**config.mk**
```make
export PLATFORM = sky130hd
export DESIGN_NAME = frame_byte_aligner
export DESIGN_NICKNAME = d
export VERILOG_FILES = /design/src/rtl/fba_pkg.sv /design/src/rtl/fba_shift_window.sv /design/src/rtl/fba_sync_hunter.sv /design/src/rtl/fba_byte_framer.sv /design/src/rtl/frame_byte_aligner.sv
export SDC_FILE = /design/constraint.sdc
export NUM_CORES = 1
export LEC_CHECK = 0
export CAP_MARGIN = 20
export CELL_PAD_IN_SITES_DETAIL_PLACEMENT = 0
export CELL_PAD_IN_SITES_GLOBAL_PLACEMENT = 1
export CORE_UTILIZATION = 30
export DETAILED_ROUTE_END_ITERATION = 10
export PLACE_DENSITY = 0.52
export SYNTH_ARGS = -nofsm -noshare
export SYNTH_HDL_FRONTEND = slang
export SYNTH_HIERARCHICAL = 1
export SYNTH_SLANG_ARGS = --single-unit
```
**constraint.sdc**
```tcl
create_clock -name clk_i -period 4.6 [get_ports clk_i]
set_input_delay 0.92 -clock clk_i [delete_from_list [all_inputs] [get_ports clk_i]]
set_output_delay 0.92 -clock clk_i [all_outputs]
set_load 0.05 [all_outputs]
```
**src/rtl/fba_pkg.sv**
```systemverilog
package fba_pkg;
  typedef enum logic {
    HS_TRACK = 1'b0,
    HS_HUNT  = 1'b1
  } hunt_state_e;
endpackage

```
**src/rtl/fba_shift_window.sv**
```systemverilog
module fba_shift_window #(
  parameter int W = 8
) (
  input  logic         clk_i,
  input  logic         rst_ni,
  input  logic         bit_i,
  output logic [W-1:0] win_o
);
  logic [W-2:0] hist_q;

  always_ff @(posedge clk_i or negedge rst_ni) begin
    if (!rst_ni) hist_q <= '0;
    else         hist_q <= win_o[W-2:0];
  end

  // window including the bit being sampled at this edge, newest in bit 0
  assign win_o = {hist_q, bit_i};
endmodule

```
**src/rtl/fba_sync_hunter.sv**
```systemverilog
module fba_sync_hunter
  import fba_pkg::*;
#(
  parameter int           W       = 8,
  parameter logic [W-1:0] PATTERN = 8'hF6,
  parameter int           RUN     = 12
) (
  input  logic         clk_i,
  input  logic         rst_ni,
  input  logic [W-1:0] win_i,
  input  logic         oof_i,
  output logic         lock_o,
  output logic         hunting_o
);
  localparam int PW = (W > 1) ? $clog2(W) : 1;
  localparam int CW = $clog2(RUN + 1);
  localparam logic [CW-1:0] LAST = CW'(RUN - 1);
  localparam logic [PW-1:0] PMAX = PW'(W - 1);

  hunt_state_e   state_q;
  logic          oof_q;
  logic [PW-1:0] pos_q;
  logic [CW-1:0] cnt_q [W];
  logic [CW-1:0] cnt_cur;
  logic          match;
  logic          start;
  logic          active;

  assign match  = (win_i == PATTERN);
  assign start  = oof_i && !oof_q;
  assign active = (state_q == HS_HUNT) && oof_i;

  always_comb begin
    cnt_cur = '0;
    for (int i = 0; i < W; i++) begin
      if (pos_q == PW'(i)) cnt_cur = cnt_q[i];
    end
  end

  assign lock_o    = active && match && (cnt_cur == LAST);
  assign hunting_o = (state_q == HS_HUNT);

  always_ff @(posedge clk_i or negedge rst_ni) begin
    if (!rst_ni) begin
      state_q <= HS_TRACK;
      oof_q   <= 1'b0;
      pos_q   <= '0;
    end else begin
      oof_q <= oof_i;
      pos_q <= (pos_q == PMAX) ? '0 : pos_q + 1'b1;
      if (!oof_i)      state_q <= HS_TRACK;
      else if (start)  state_q <= HS_HUNT;
      else if (lock_o) state_q <= HS_TRACK;
    end
  end

  // one run counter per bit phase
  for (genvar g = 0; g < W; g++) begin : g_phase
    always_ff @(posedge clk_i or negedge rst_ni) begin
      if (!rst_ni)                cnt_q[g] <= '0;
      else if (!active || lock_o) cnt_q[g] <= '0;
      else if (pos_q == PW'(g))   cnt_q[g] <= match ? cnt_q[g] + 1'b1 : '0;
    end
  end
endmodule

```
**src/rtl/fba_byte_framer.sv**
```systemverilog
module fba_byte_framer #(
  parameter int W = 8
) (
  input  logic         clk_i,
  input  logic         rst_ni,
  input  logic [W-1:0] win_i,
  input  logic         realign_i,
  output logic [W-1:0] data_o,
  output logic         strb_o
);
  localparam int PW = (W > 1) ? $clog2(W) : 1;
  localparam logic [PW-1:0] PMAX = PW'(W - 1);

  logic [PW-1:0] phase_q;
  logic          wrap;

  assign wrap = (phase_q == PMAX);

  always_ff @(posedge clk_i or negedge rst_ni) begin
    if (!rst_ni) begin
      phase_q <= '0;
      data_o  <= '0;
      strb_o  <= 1'b0;
    end else begin
      strb_o <= wrap;
      if (wrap) data_o <= win_i;
      // realign: next word starts with the bit after this edge
      if (realign_i || wrap) phase_q <= '0;
      else                   phase_q <= phase_q + 1'b1;
    end
  end
endmodule

```
**src/rtl/frame_byte_aligner.sv**
```systemverilog
module frame_byte_aligner #(
  parameter int                BYTE_W    = 8,
  parameter logic [BYTE_W-1:0] SYNC_BYTE = 8'hF6,
  parameter int                SYNC_RUN  = 12
) (
  input  logic              clk_i,
  input  logic              rst_ni,
  input  logic              sdata_i,
  input  logic              oof_i,
  input  logic              oe_i,
  output logic [BYTE_W-1:0] pdata_o,
  output logic              pstrb_o,
  output logic              hunting_o
);
  logic [BYTE_W-1:0] win;
  logic [BYTE_W-1:0] word_q;
  logic              strb_raw;
  logic              lock_evt;

  fba_shift_window #(.W(BYTE_W)) u_win (
    .clk_i  (clk_i),
    .rst_ni (rst_ni),
    .bit_i  (sdata_i),
    .win_o  (win)
  );

  fba_sync_hunter #(
    .W       (BYTE_W),
    .PATTERN (SYNC_BYTE),
    .RUN     (SYNC_RUN)
  ) u_hunt (
    .clk_i     (clk_i),
    .rst_ni    (rst_ni),
    .win_i     (win),
    .oof_i     (oof_i),
    .lock_o    (lock_evt),
    .hunting_o (hunting_o)
  );

  fba_byte_framer #(.W(BYTE_W)) u_frm (
    .clk_i     (clk_i),
    .rst_ni    (rst_ni),
    .win_i     (win),
    .realign_i (lock_evt),
    .data_o    (word_q),
    .strb_o    (strb_raw)
  );

  assign pdata_o = oe_i ? word_q : '0;
  assign pstrb_o = oe_i && strb_raw;
endmodule

```
* Yosys cells after proc, flatten, opt, wreduce, memory -nomap -nowiden
Index checks and enable logic that the tools add are counted.
** Storage, ports and cells
- Bits of input ports :: 5
- Register bits :: 56
- Output and inout port bits :: 10
** Cells by class
- Eq/ne operators :: 11
- $add $sub $neg :: 10
- Muxes and demuxes :: 38
- Reductions and logical operators :: 18
** Operators with widths (number)
- $mux 4 :: 32
- $add 4x1->4 const B :: 8
- $reduce_bool 2->1 :: 8
- $eq 3x3->1 const B :: 5
- $eq 8x8->1 const B :: 1
- $mux 8 :: 1
- $add 3x1->3 const B :: 2
- $eq 3x2->1 const B :: 2
- $mux 3 :: 2
- $logic_and 1x1->1 :: 5
- $eq 4x4->1 const B :: 1
- $eq 3x1->1 const B :: 1
- $logic_not 3->1 :: 1
- $mux 1 :: 3
- $ne 3x1->1 const B :: 1
- $logic_not 1->1 :: 2
- $logic_or 1x1->1 :: 2

* Longest topological paths before layout
- Word-level depth :: 14
- Mapped depth :: 11
- Mapped depth without buffers :: 9

* Cells and area by module
The synthesis kept the hierarchy.
** By module, submodules not included
- fba_sync_hunter :: times used 1, cells each 226, sequential area each 925.9 um^2, area each 2155.8 um^2
- fba_byte_framer :: times used 1, cells each 26, sequential area each 300.3 um^2, area each 473.0 um^2
- fba_shift_window :: times used 1, cells each 8, sequential area each 175.2 um^2, area each 182.7 um^2
- frame_byte_aligner :: times used 1, cells each 9, sequential area each 0.0 um^2, area each 56.3 um^2

* Worst setup path before layout
No wires, ideal clock.
- Path kind :: input -> register
- Start point :: input sdata_i
- End point :: register u_hunt/cnt_q[13] (netlist name)
- Path buffers :: 3
- Slack :: 2.007 ns
- Data required time :: 4.532 ns
- Arrival time :: 2.525 ns
- Cell stages on the path :: 9
- Cell sequence :: buf_4 and4b_1 and4_1 clkbuf_1 o211ai_1 a31o_2 buf_4 a21oi_1 a32o_1
** Between the ends
- Longest elaborated chain between the ends :: 5
** RTL lines
- start, declared :: line frame_byte_aligner.sv:8 : input logic sdata_i,
- $eq 8x8->1 (*) :: line fba_sync_hunter.sv:29 : assign match = (win_i == PATTERN);
- $logic_and 1x1->1 (2 in series) :: line fba_sync_hunter.sv:40 : assign lock_o = active && match && (cnt_cur == LAST);
- $logic_or 1x1->1 :: line fba_sync_hunter.sv:61 : else if (!active || lock_o) cnt_q[g] <= '0;
- $mux 4 / $reduce_bool 2->1 (equally long branches)
- end signal, assigned by index :: line fba_sync_hunter.sv:62 : else if (pos_q == PW'(g)) cnt_q[g] <= match ? cnt_q[g] + 1'b1 : '0;
- end, declared :: line fba_sync_hunter.sv:23 : logic [CW-1:0] cnt_q [W];
Mark *: on every way between the ends. The rest lies on a longest branch, timed or not. The select of a mux whose other input is x is not followed.
A chain may end at the register's enable or synchronous reset.

* Worst setup path after layout
- Start point :: input oe_i
- End point :: output pdata_o[5]
** Between the ends
- Longest elaborated chain between the ends :: 1
** RTL lines
- start, declared :: line frame_byte_aligner.sv:10 : input logic oe_i,
- $mux 8 :: line frame_byte_aligner.sv:49 : assign pdata_o = oe_i ? word_q : '0;
- end, declared :: line frame_byte_aligner.sv:11 : output logic [BYTE_W-1:0] pdata_o,
No other way between the ends.

==> run_results.csv <==
group,metric,value,unit
outcome,status,"complete, no violations",
logic_synthesis,synthesis.instances,269,
worst_setup_path,cp-end-kind,"primary output",
power_and_ir_drop,p_clk_share,32.6,%
clock_network,cts_tree,"done",
final_layout,fillers,945,
sta,fin_setup_tns,0,ns
power_and_ir_drop,p_seq_share,58.4,%
global_route,grt_pass1_wl,10.3,mm
sta,tightestPinTransition,0.887,ns
logic_synthesis,synth_ff_type,"dfrtp_1",
logic_synthesis,yosysTopAreaCellShare,48.9,%
global_route,antenna_found_initial,0,
power_and_ir_drop,p_comb_share,9.0,%
floorplan,core_area,0.00924,sq mm
detailed_routing,viasPerCell,5.00,
logic_synthesis,synth_area_leaders,"dfrtp_1, ha_1, and2_1",
sta,finClkSkew,0.0120,ns
final_layout,final_cell_mix,"dfrtp_1, and2_1, a21oi_1, nand2_1, ha_1",
detailed_routing,wl,6.20,mm
floorplan,num_rows,35,
logic_synthesis,yosysWarnings,6,
floorplan,pin_count,15,
detailed_routing,drt_iter0_drc,68,
final_layout,diodes,0,
flow_run,drv_cap,0,
clock_network,clk_pin_slew,0.11,ns
logic_synthesis,yosysTopAreaCell,"dfrtp_1",
floorplan,die_w,99.8,um
clock_network,clkSinkCount,56,
clock_network,cts_buffer_depth,2,
placed_design,dp_hpwl,4.40,mm
worst_setup_path,reg2reg_from,"u_hunt/pos_q[2]$_DFF_PN0_",
sta,finalSetupViolations,0,
logic_synthesis,synth_edf_count,0,
final_layout,seqCellArea,0.00140,sq mm
sta,rsz0062_at_grt,"no",
global_route,grt_remaining_overflow,0,
placed_design,routabilityCongestion,0.729,
detailed_routing,postRouteAntennaNets,0,
worst_setup_path,startpoint,"oe_i",
final_layout,utilization,34.9,%
worst_setup_path,ff2ff_path_depth,9,
min_path,hp-class,"flip-flop to flip-flop",
worst_setup_path,crit_type,"input pin to primary output",
power_and_ir_drop,peakVddDrop,0.105,mV
sta,slew_viol_final,0,
final_layout,drive_above_1_share,9.12,%
worst_setup_path,r2r_slack,1.60,ns
worst_setup_path,critPathLaunchType,"input pin",
logic_synthesis,avgSynthCellArea,10.7,sq um
clock_network,cts_buffers,5,
power_and_ir_drop,power,0.000865,W
sta,finalHoldViolations,0,
floorplan,die_area,0.00995,sq mm
global_route,grt_usage,13.4,%
power_and_ir_drop,leakagePower,1.45,nW
detailed_routing,dr_total_vias,2070,
sta,min_period,3.42,ns
placed_design,dpl_cell_area,0.00313,sq mm
clock_network,clk_latency,0.31,ns
power_and_ir_drop,p_sw_share,26.5,%
worst_setup_path,arrival,2.50,ns
logic_synthesis,syn-num-nets,290,
power_and_ir_drop,p_sw,0.000230,W
global_route,grt_pass1_vias,1992,
clock_network,htreeDepth,2,
logic_synthesis,syn_area,0.00287,sq mm
detailed_routing,drc,0,
power_and_ir_drop,p_int,0.000636,W
sta,maxSlewHeadroom,40.5,%
clock_network,clockRootBuffer,"clkbuf_8",
sta,fin_crit_sh,74.4,%
final_layout,final_common_cell,"dfrtp_1",
worst_setup_path,reg2reg_to,"u_hunt/cnt_q[29]$_DFFE_PN0P_",
logic_synthesis,synth.distinct_cells,47,
power_and_ir_drop,power_density,268,mW/mm^2
detailed_routing,wl_per_cell,15.0,um
clock_network,cts_setup_buffers,0,
floorplan,die_h,99.8,um
floorplan,start_util,31.0,%
detailed_routing,drtPass1Iterations,4,
final_layout,final_area,0.00322,sq mm
clock_network,hold_buffers,0,
sta,clock.fmax,292,MHz
clock_network,cts_resized,0,
final_layout,multi_input_area,0.00138,sq mm
placed_design,port_buffers,14,
logic_synthesis,seq_area_frac_synth,48.9,%
final_layout,finalNetCount,305,
worst_setup_path,worstPathMaxFanout,9,
logic_synthesis,synth_seq_cells,56,
final_layout,syn2layout_area_growth,12.4,%
global_route,grt_max_degree,30,
logic_synthesis,async_flop_share,100,%
worst_setup_path,endpoint,"pdata_o[5]",
worst_setup_path,critPathRequiredTime,3.68,ns
==> routing by layer <==
metal  track usage (%)  part of all wire [%]  vias up
li1                  -                     -     1015
met1              18.3                    52     1022
met2              21.2                    45       25
met3              2.30                   2.2        8
met4              5.54                   1.5        0
met5                 0                     0        -
==> final cells by class <==
type | instances | share of cell area (%)
clock buffer | 5 | 2.14
inverter | 11 | 1.28
tap | 129 | 5.01
sequential | 56 | 43.5
clock inverter | 3 | 0.699
timing repair buffer | 16 | 4.66
multi-input combinational | 194 | 42.7
==> critical path: stages <==
cell	delay, ns
clkdlybuf4s50_1	0.61
and2_1	0.18
clkdlybuf4s50_1	0.79
==> state kept, by name, indices dropped and copies added (netlist names) <==
register / count
u_frm/phase_q: 3
u_win/hist_q: 7
u_hunt/hunting_o: 1
u_hunt/cnt_q: 32
u_frm/data_o: 8
u_hunt/pos_q: 3
u_frm/strb_o: 1
u_hunt/oof_q: 1
==> logic make-up after synthesis <==
family	after synthesis	share of synthesized area (%)
AOI/OAI and AO/OA	66	16.0
xor gates and xnor gates	2	0.611
adders and majority gates	16	6.98
buffers and inverters	19	3.10
DFF	56	48.9
muxes	10	4.84
and+or+nand+nor	100	19.6
==> worst min-delay path by stage <==
stage / start / endpoint / slack, ns / cells after the start
floorplan: u_win/hist_q[5]$_DFF_PN0_ / u_win/hist_q[6]$_DFF_PN0_ / 0.36 / 0
global placement: u_win/hist_q[1]$_DFF_PN0_ / u_win/hist_q[2]$_DFF_PN0_ / 0.39 / 0
detailed placement: u_win/hist_q[1]$_DFF_PN0_ / u_win/hist_q[2]$_DFF_PN0_ / 0.40 / 0
CTS: u_win/hist_q[5]$_DFF_PN0_ / u_win/hist_q[6]$_DFF_PN0_ / 0.42 / 0
global route: u_hunt/oof_q$_DFF_PN0_ / u_hunt/hunting_o$_DFFE_PN0P_ / 0.44 / 1
finish: u_win/hist_q[0]$_DFF_PN0_ / u_win/hist_q[1]$_DFF_PN0_ / 0.42 / 0
==> per-stage QoR <==
| stage | setup slack [ns] | hold WS (ns) | instances |
|---|---|---|---|
| after floorplan | 2.01 | 0.363 | 269 |
| after global routing | 1.09 | 0.436 | 414 |
| after CTS | 1.15 | 0.422 | 414 |
| after global placement | 1.16 | 0.392 | 406 |
| final | 1.18 | 0.417 | 414 |
| after detailed placement | 1.15 | 0.395 | 406 |
==> Yosys cell counts, types with 2 or more instances <==
cell type / count
a21o_1: 2
a21oi_1: 17
a22o_1: 8
a31o_2: 3
a31oi_1: 2
a32o_1: 3
and2_1: 17
and3_1: 4
and4b_1: 3
buf_2: 2
buf_4: 2
clkbuf_1: 3
dfrtp_1: 56
ha_1: 16
inv_1: 11
mux2_2: 3
mux2_4: 7
nand2_1: 17
nand2b_1: 2
nand3_1: 11
nand3b_1: 3
nand4_1: 4
nand4b_1: 2
nor2_1: 13
nor2b_1: 7
nor3_1: 6
nor3b_1: 4
o211ai_1: 2
o21ai_0: 10
o21ai_1: 3
o22ai_1: 5
o2bb2ai_1: 2
or4_1: 4
xor2_1: 2
==> power groups by stage <==
stage,Combinational (W),Clock [W],Sequential (W)
finish,0.0000778,0.000282,0.000505
global route,0.0000853,0.000315,0.000507
CTS,0.0000802,0.000299,0.000505
detailed placement,0.0000798,0,0.000515
global placement,0.0000799,0,0.000515
floorplan,0.0000442,0,0.000517
No activity file was read; power rests on OpenSTA's default activity.
